<file path="src/rtl/acc_route_pkg.sv">
package acc_route_pkg;

    localparam int ID_W = 5;

    typedef enum logic [2:0] {
        IDC_FLOAT,
        IDC_CHARGER,
        IDC_FUSB_OFF,
        IDC_FUSB_ON,
        IDC_FUART_OFF,
        IDC_FUART_ON,
        IDC_UNKNOWN
    } id_class_e;

    typedef enum logic [1:0] {
        RT_OPEN = 2'b00,
        RT_PRI  = 2'b01,
        RT_SEC  = 2'b10
    } route_e;

    typedef enum logic [3:0] {
        ACC_NONE,
        ACC_SDP,
        ACC_CDP,
        ACC_DCP,
        ACC_CHG,
        ACC_UNK,
        ACC_FUSB_OFF,
        ACC_FUSB_ON,
        ACC_FUART_OFF,
        ACC_FUART_ON
    } acc_e;

    typedef enum logic [1:0] {
        ST_IDLE,
        ST_ID_WAIT,
        ST_BUS_WAIT,
        ST_LINKED
    } det_state_e;

    localparam logic [1:0] PK_NONE = 2'd0;
    localparam logic [1:0] PK_SDP  = 2'd1;
    localparam logic [1:0] PK_CDP  = 2'd2;
    localparam logic [1:0] PK_DCP  = 2'd3;

    function automatic logic is_factory_acc(acc_e a);
        return a inside {ACC_FUSB_OFF, ACC_FUSB_ON, ACC_FUART_OFF, ACC_FUART_ON};
    endfunction

    function automatic logic is_factory_cls(id_class_e c);
        return c inside {IDC_FUSB_OFF, IDC_FUSB_ON, IDC_FUART_OFF, IDC_FUART_ON};
    endfunction

    function automatic logic is_usb_acc(acc_e a);
        return a inside {ACC_SDP, ACC_CDP, ACC_DCP};
    endfunction

    function automatic logic is_boot_on(acc_e a);
        return a inside {ACC_FUSB_ON, ACC_FUART_ON};
    endfunction

    function automatic acc_e acc_of_class(id_class_e c);
        case (c)
            IDC_CHARGER:   return ACC_CHG;
            IDC_FUSB_OFF:  return ACC_FUSB_OFF;
            IDC_FUSB_ON:   return ACC_FUSB_ON;
            IDC_FUART_OFF: return ACC_FUART_OFF;
            IDC_FUART_ON:  return ACC_FUART_ON;
            IDC_UNKNOWN:   return ACC_UNK;
            default:       return ACC_NONE;
        endcase
    endfunction

    function automatic logic [7:0] type1_of(acc_e a);
        logic [7:0] b;
        b = '0;
        case (a)
            ACC_DCP: b[6] = 1'b1;
            ACC_CDP: b[5] = 1'b1;
            ACC_CHG: b[4] = 1'b1;
            ACC_SDP: b[2] = 1'b1;
            default: b = '0;
        endcase
        return b;
    endfunction

    function automatic logic [7:0] type2_of(acc_e a);
        logic [7:0] b;
        b = '0;
        case (a)
            ACC_UNK:       b[7] = 1'b1;
            ACC_FUART_OFF: b[3] = 1'b1;
            ACC_FUART_ON:  b[2] = 1'b1;
            ACC_FUSB_OFF:  b[1] = 1'b1;
            ACC_FUSB_ON:   b[0] = 1'b1;
            default:       b = '0;
        endcase
        return b;
    endfunction

    function automatic route_e auto_route_of(acc_e a);
        case (a)
            ACC_SDP, ACC_CDP, ACC_FUSB_OFF, ACC_FUSB_ON: return RT_PRI;
            ACC_FUART_OFF, ACC_FUART_ON:                 return RT_SEC;
            default:                                     return RT_OPEN;
        endcase
    endfunction

    function automatic route_e manual_route_of(logic [2:0] code);
        case (code)
            3'b001:  return RT_PRI;
            3'b011:  return RT_SEC;
            default: return RT_OPEN;
        endcase
    endfunction

endpackage

</file>
<file path="src/rtl/acc_id_decode.sv">
module acc_id_decode
    import acc_route_pkg::*;
(
    input  logic [ID_W-1:0] code,
    output id_class_e       cls
);

    always_comb begin
        case (code)
            5'h1F:   cls = IDC_FLOAT;
            5'h17:   cls = IDC_CHARGER;
            5'h18:   cls = IDC_FUSB_OFF;
            5'h19:   cls = IDC_FUSB_ON;
            5'h1C:   cls = IDC_FUART_OFF;
            5'h1D:   cls = IDC_FUART_ON;
            default: cls = IDC_UNKNOWN;
        endcase
    end

endmodule

</file>
<file path="src/rtl/acc_detect_fsm.sv">
module acc_detect_fsm
    import acc_route_pkg::*;
#(
    parameter int ID_MS    = 200,
    parameter int SDP_MS   = 130,
    parameter int CDP_MS   = 170,
    parameter int FLOAT_MS = 70
) (
    input  logic            clk,
    input  logic            rst_n,
    input  logic            ms_tick,
    input  logic            vbus_ok,
    input  logic [ID_W-1:0] id_code,
    input  id_class_e       cls,
    input  logic [1:0]      port_kind,
    output acc_e            acc,
    output logic            attach_pulse,
    output logic            detach_pulse
);

    localparam int M1     = (ID_MS > SDP_MS) ? ID_MS : SDP_MS;
    localparam int M2     = (M1 > CDP_MS) ? M1 : CDP_MS;
    localparam int M3     = (M2 > FLOAT_MS + 1) ? M2 : FLOAT_MS + 1;
    localparam int CW     = $clog2(M3 + 1);
    localparam logic [CW-1:0] CNT_TOP = CW'(M3);
    localparam logic [CW-1:0] ID_LIM  = CW'(ID_MS);
    localparam logic [CW-1:0] SDP_LIM = CW'(SDP_MS);
    localparam logic [CW-1:0] CDP_LIM = CW'(CDP_MS);
    localparam logic [CW-1:0] FLT_LIM = CW'(FLOAT_MS);

    typedef struct packed {
        det_state_e      st;
        acc_e            acc;
        logic [ID_W-1:0] id;
        logic [CW-1:0]   cnt;
        logic            att;
        logic            det;
    } fsm_s;

    fsm_s          st_q, st_d;
    logic [CW-1:0] cnt_n;
    logic [CW-1:0] bus_lim;
    acc_e          bus_acc;

    always_comb begin
        st_d     = st_q;
        st_d.att = 1'b0;
        st_d.det = 1'b0;
        cnt_n    = (ms_tick && st_q.cnt != CNT_TOP) ? st_q.cnt + 1'b1 : st_q.cnt;
        bus_lim  = (port_kind == PK_CDP) ? CDP_LIM : SDP_LIM;
        case (port_kind)
            PK_SDP:  bus_acc = ACC_SDP;
            PK_CDP:  bus_acc = ACC_CDP;
            PK_DCP:  bus_acc = ACC_DCP;
            default: bus_acc = ACC_NONE;
        endcase

        case (st_q.st)
            ST_IDLE: begin
                st_d.cnt = '0;
                st_d.id  = id_code;
                if (cls != IDC_FLOAT) begin
                    st_d.st = ST_ID_WAIT;
                end else if (vbus_ok) begin
                    st_d.st = ST_BUS_WAIT;
                end
            end
            ST_ID_WAIT: begin
                if (id_code != st_q.id) begin
                    st_d.cnt = '0;
                    st_d.id  = id_code;
                    if (cls == IDC_FLOAT) st_d.st = ST_IDLE;
                end else if (cls == IDC_CHARGER && !vbus_ok) begin
                    st_d.cnt = '0;
                end else begin
                    st_d.cnt = cnt_n;
                    if (cnt_n >= ID_LIM) begin
                        st_d.st  = ST_LINKED;
                        st_d.acc = acc_of_class(cls);
                        st_d.cnt = '0;
                        st_d.att = 1'b1;
                    end
                end
            end
            ST_BUS_WAIT: begin
                if (!vbus_ok || cls != IDC_FLOAT) begin
                    st_d.st  = ST_IDLE;
                    st_d.cnt = '0;
                end else begin
                    st_d.cnt = cnt_n;
                    if (port_kind != PK_NONE && cnt_n >= bus_lim) begin
                        st_d.st  = ST_LINKED;
                        st_d.acc = bus_acc;
                        st_d.cnt = '0;
                        st_d.att = 1'b1;
                    end
                end
            end
            default: begin
                if (is_factory_acc(st_q.acc)) begin
                    if (is_factory_cls(cls)) begin
                        st_d.acc = acc_of_class(cls);
                        st_d.id  = id_code;
                        st_d.cnt = '0;
                    end else begin
                        st_d.cnt = cnt_n;
                        if (cnt_n > FLT_LIM) st_d.det = 1'b1;
                    end
                end else if (is_usb_acc(st_q.acc)) begin
                    if (!vbus_ok || cls != IDC_FLOAT) st_d.det = 1'b1;
                end else if (st_q.acc == ACC_CHG) begin
                    if (!vbus_ok || id_code != st_q.id) st_d.det = 1'b1;
                end else begin
                    if (id_code != st_q.id) st_d.det = 1'b1;
                end
                if (st_d.det) begin
                    st_d.st  = ST_IDLE;
                    st_d.acc = ACC_NONE;
                    st_d.cnt = '0;
                end
            end
        endcase
    end

    always_ff @(posedge clk or negedge rst_n) begin
        if (!rst_n) st_q <= '0;
        else        st_q <= st_d;
    end

    assign acc          = st_q.acc;
    assign attach_pulse = st_q.att;
    assign detach_pulse = st_q.det;


    attach_single_chk: assert property (@(posedge clk) disable iff (!rst_n)
        st_q.att |=> !st_q.att);


    detach_single_chk: assert property (@(posedge clk) disable iff (!rst_n)
        st_q.det |=> !st_q.det);


    usb_vbus_loss_chk: assert property (@(posedge clk) disable iff (!rst_n)
        (st_q.st == ST_LINKED && is_usb_acc(st_q.acc) && !vbus_ok) |=> st_q.det);


    jig_swap_quiet_chk: assert property (@(posedge clk) disable iff (!rst_n)
        (st_q.st == ST_LINKED && is_factory_acc(st_q.acc) && is_factory_cls(cls))
        |=> (!st_q.det && !st_q.att));

endmodule

</file>
<file path="src/rtl/acc_route_sel.sv">
module acc_route_sel
    import acc_route_pkg::*;
(
    input  logic       clk,
    input  logic       rst_n,
    input  logic       linked,
    input  logic       auto_mode,
    input  logic       force_open,
    input  route_e     auto_tgt,
    input  logic [2:0] man_code,
    output route_e     route
);

    typedef struct packed {
        route_e rt;
    } sel_s;

    sel_s   sel_q, sel_d;
    route_e want;

    always_comb begin
        if (force_open || !linked) want = RT_OPEN;
        else if (auto_mode)        want = auto_tgt;
        else                       want = manual_route_of(man_code);
        sel_d.rt = want;
        if (sel_q.rt != RT_OPEN && want != RT_OPEN && want != sel_q.rt)
            sel_d.rt = RT_OPEN;
    end

    always_ff @(posedge clk or negedge rst_n) begin
        if (!rst_n) sel_q <= '0;
        else        sel_q <= sel_d;
    end

    assign route = sel_q.rt;


    force_open_chk: assert property (@(posedge clk) disable iff (!rst_n)
        force_open |=> (route == RT_OPEN));


    break_first_chk: assert property (@(posedge clk) disable iff (!rst_n)
        (route != RT_OPEN) |=> (route == RT_OPEN || route == $past(route)));


    unlinked_open_chk: assert property (@(posedge clk) disable iff (!rst_n)
        !linked |=> (route == RT_OPEN));

endmodule

</file>
<file path="src/rtl/acc_route_ctrl.sv">
module acc_route_ctrl
    import acc_route_pkg::*;
#(
    parameter int ID_MS    = 200,
    parameter int SDP_MS   = 130,
    parameter int CDP_MS   = 170,
    parameter int FLOAT_MS = 70
) (
    input  logic            clk,
    input  logic            rst_n,
    input  logic            ms_tick,
    input  logic            vbus_ok,
    input  logic [ID_W-1:0] id_code,
    input  logic [1:0]      port_kind,
    input  logic            auto_mode,
    input  logic            force_open,
    input  logic [2:0]      man_dp,
    input  logic [2:0]      man_dm,
    output logic [1:0]      dp_route,
    output logic [1:0]      dm_route,
    output logic            jig,
    output logic            boot,
    output logic [7:0]      dev_type1,
    output logic [7:0]      dev_type2,
    output logic            attach_pulse,
    output logic            detach_pulse
);

    localparam int N_LINES = 2;

    id_class_e  cls;
    acc_e       acc;
    route_e     auto_tgt;
    logic       linked;
    logic [2:0] man_code [N_LINES];
    route_e     line_rt  [N_LINES];

    acc_id_decode u_dec (
        .code (id_code),
        .cls  (cls)
    );

    acc_detect_fsm #(
        .ID_MS    (ID_MS),
        .SDP_MS   (SDP_MS),
        .CDP_MS   (CDP_MS),
        .FLOAT_MS (FLOAT_MS)
    ) u_fsm (
        .clk          (clk),
        .rst_n        (rst_n),
        .ms_tick      (ms_tick),
        .vbus_ok      (vbus_ok),
        .id_code      (id_code),
        .cls          (cls),
        .port_kind    (port_kind),
        .acc          (acc),
        .attach_pulse (attach_pulse),
        .detach_pulse (detach_pulse)
    );

    always_comb begin
        linked      = (acc != ACC_NONE);
        auto_tgt    = auto_route_of(acc);
        man_code[0] = man_dp;
        man_code[1] = man_dm;
        dev_type1   = type1_of(acc);
        dev_type2   = type2_of(acc);
        jig         = is_factory_acc(acc);
        boot        = is_boot_on(acc);
    end

    for (genvar g = 0; g < N_LINES; g++) begin : g_line
        acc_route_sel u_sel (
            .clk        (clk),
            .rst_n      (rst_n),
            .linked     (linked),
            .auto_mode  (auto_mode),
            .force_open (force_open),
            .auto_tgt   (auto_tgt),
            .man_code   (man_code[g]),
            .route      (line_rt[g])
        );
    end

    assign dp_route = line_rt[0];
    assign dm_route = line_rt[1];

endmodule

</file>
<file path="config.mk">
export PLATFORM = sky130hd
export DESIGN_NAME = acc_route_ctrl
export DESIGN_NICKNAME = d
export VERILOG_FILES = /design/src/rtl/acc_route_pkg.sv /design/src/rtl/acc_id_decode.sv /design/src/rtl/acc_detect_fsm.sv /design/src/rtl/acc_route_sel.sv /design/src/rtl/acc_route_ctrl.sv
export SDC_FILE = /design/constraint.sdc
export NUM_CORES = 1
export LEC_CHECK = 0
export BUFFER_PORTS_ARGS = -buffer_cell sky130_fd_sc_hd__buf_2
export CORE_MARGIN = 5
export CORE_UTILIZATION = 52
export CTS_CLUSTER_SIZE = 40
export DETAILED_ROUTE_END_ITERATION = 8
export PLACE_DENSITY = 0.84
export SYNTH_ARGS = -nofsm -noshare
export SYNTH_HDL_FRONTEND = slang
export SYNTH_HIERARCHICAL = 1
export SYNTH_SLANG_ARGS = --single-unit
</file>
<file path="constraint.sdc">
create_clock -name clk -period 2.5 [get_ports clk]
set_clock_uncertainty 0.05 [all_clocks]
set_input_delay 0.375 -clock clk [delete_from_list [all_inputs] [get_ports clk]]
set_output_delay 0.375 -clock clk [all_outputs]
set_load 0.01 [all_outputs]
</file>
==> metrics.cfg <==
[run_status]
status=finished with violations
violations=negative setup slack

[setup_path]
crit_family=compound AO/OA/AOI/OAI gates
start_kind=flop
rr_startpoint=u_fsm/st_q[2]
r2r_slack_ns=-0.05
crit_arrival_ns=2.68
startpoint=u_fsm/st_q[2]
max_stage_delay_ns=0.43
crit_cells=8
crit_path_cell_trace=ha_2 -> and2_2 -> and4_4 -> o32ai_4 -> a21oi_2 -> a2111oi_4 -> o21ai_4 -> mux2_4
worst-setup-path-type=reg2reg
critPathBufInv=0
worst-path-max-fanout=4
cp-end-kind=flop
crit_required_ns=2.63
crit_slowest_cell=a2111oi_4
worstRegToRegCells=8

[synth]
ys_ff_latch=25
synth_compound_area_share_pct=22.1
syn_inst=288
synth.most_common_cell=dfrtp_1
synth_edf_count=0
synth_top_family_by_area=simple AND/OR/NAND/NOR gates
synthTopCellsByArea=dfrtp_1 (25%), nand2b_1 (4.2%), buf_4 (4.2%)
yosysWarningCount=6
ys_seq_area_share_pct=24.8
synth_top_area_share_pct=24.8
yosys-top-cells-count=dfrtp_1 (25), a21oi_1 (18), nor2_1 (18), nand2_1 (17), nand2b_1 (17)
synth-simple-area-share_pct=27.9
synthArstFlopShare_pct=100
synth_xor_area_share_pct=5.15
synthDistinctLibCells=70
syn-mean-instance-area_sq_um=8.78
synth_fa_ha_area_share_pct=2.97
synth_top_area_cell=dfrtp_1
netlist_area_sq_um=2530
synth_mux_area_share_pct=8.47
synth-main-ff-cell=dfrtp_1

[route]
detail-route-antenna-nets=0
first_pass_iters=5
drc=0
drt-initial-drc-count=138
wirelength_um=7030
wire_per_inst_um=16.7
dr.max_layer_used=met4
met1_length_um=2900
wl_met3_um=616
viasPerCell=5.99
vias=2514
wl_met2_um=3380

[floorplan]
rows=25
io_pins=43
start_util_pct=53.5
die_y_um=79.7
dieArea_sq_um=6350
die_width_um=79.7
core_sq_um=4720

[global_routing]
grt_antenna_before_repair=0
grt_max_degree=26
grt_usage_pct=21.6
overflow=0
grt_first_pass_wirelength_um=11000
grt_pass1_vias=2368

[min_path]
worst_hold_path_type=in2async

[placement]
placed_cells=413
place.gp.congestion=0.899
dp_hpwl_um=4870
port_buffers=35

[cells_and_area]
n_antenna_cell=0
fill_cells=372
nNetsFinal=379
area_growth_syn_to_layout_pct=24.8
fin_cells=420
drive_above_1_share_pct=37.4

[power]
leakagePower_uw=0.00140
ir_worst_vdd_uv=494
pwr_density_cell_nw_per_um2=614

[timing]
hold_violations=0
setup_viol=4
finalCritPeriodShare_pct=102
maxSlewViolCount=0
setup_tns_ns=-0.190
slew_headroom_pct=60.4
setup_slack_ns=-0.0496
period_minus_slack_ns=2.55
worst_pin_slew_ns=0.594
max_freq_mhz=392
rsz0062_at_grt=yes

[clocking]
clkSinkCount=25
clockBufferDepth=2
numCtsBuffers=3
cts_tree=done
ctsHoldBuffers=0
clock-root-buffer=clkbuf_8
insertion_delay_ns=0.29
htree_levels=1
path_clk_slew_ns=0.10

[run]
drv_cap=0

## path summary, 6_finish.rpt
| check | end |
|---|---|
| hold reg to reg | u_fsm/st_q[13] |
| min in group clk | u_fsm/st_q[13] |
| max in group asynchronous | u_fsm/st_q[4] |
| setup reg to reg | u_fsm/acc[3] |
| setup / recovery | u_fsm/acc[3] |
| hold / removal | u_fsm/st_q[11] |
## flip-flops by register name, summed over array words and instances (netlist names)
signal / cells
g_line.u_sel/route: 4
u_fsm/attach_pulse: 1
u_fsm/acc: 4
u_fsm/detach_pulse: 1
u_fsm/st_q: 15
## where the power goes
part | switching, uW | leakage (uW) | total [uW] | internal, uW
logic | 584 | 0.00105 | 1120 | 531
clock network | 148 | 0.0000255 | 260 | 112
registers | 70.3 | 0.000327 | 562 | 491
total | 802 | 0.00140 | 1940 | 1140
## cell families after synthesis
logic type      count (synthesis)
xor+xnor                       14
other cells                     1
flops                          25
fa+ha+maj                       6
compound gates                 73
buf+inv                        35
simple gates                  114
mux                            20
## cells in the final DEF, fill, tap and decap left out, drive strengths merged, types with 4 or more instances in the layout
cell type	count
a41oi	4
ha	6
o21ai	11
mux2i	9
inv	14
dfrtp	25
a31oi	5
or3	4
nor3	11
buf	76
a21oi	18
nor2	18
nand2	19
nor3b	5
o22ai	4
xnor2	10
nand2b	17
o2111ai	8
mux2	11
conb	7
xor2	4
nand3	9
## layer usage
metal | up-vias | global-route usage (%)
met5 | - | 0
met4 | 0 | 6.87
met1 | 1185 | 27.5
li1 | 1183 | -
met3 | 19 | 4.63
met2 | 127 | 36.1
## stage by stage
stage | power (uW) | setup WS (ns) | area, sq um | utilization, % | hold slack, ns
global route | 2080 | -0.145 | 3150 | 66.8 | 0.0698
CTS | 1810 | 0.0114 | 3000 | 63.6 | 0.0437
global placement | 1510 | -0.0489 | 2930 | 62.0 | 0.351
finish | 1940 | -0.0496 | 3150 | 66.8 | 0.0291
detailed placement | 1540 | -0.0796 | 2930 | 62.0 | 0.358
floorplan | 1270 | 0.0588 | 2550 | - | 0.0294
## timing repair
item / 4_1_cts / 5_1_grt
buffers inserted: 2 / 1
pin swaps: 1 / 11
cloned: 0 / 0
setup endpoints to repair: 6 / 14
gates resized for setup: 3 / 30
## layout make-up
| type | count | area, sq um | share of cell area, % |
|---|---|---|---|
| Timing Repair Buffer | 76 | 487 | 15.4 |
| Tap cell | 67 | 83.8 | 2.66 |
| Clock buffer | 3 | 41.3 | 1.31 |
| Inverter | 14 | 52.6 | 1.67 |
| Sequential cell | 25 | 629 | 20.0 |
| Multi-Input combinational cell | 234 | 1850 | 58.8 |
| Clock inverter | 1 | 5.00 | 0.159 |
(Power assumes the default switching activity.)
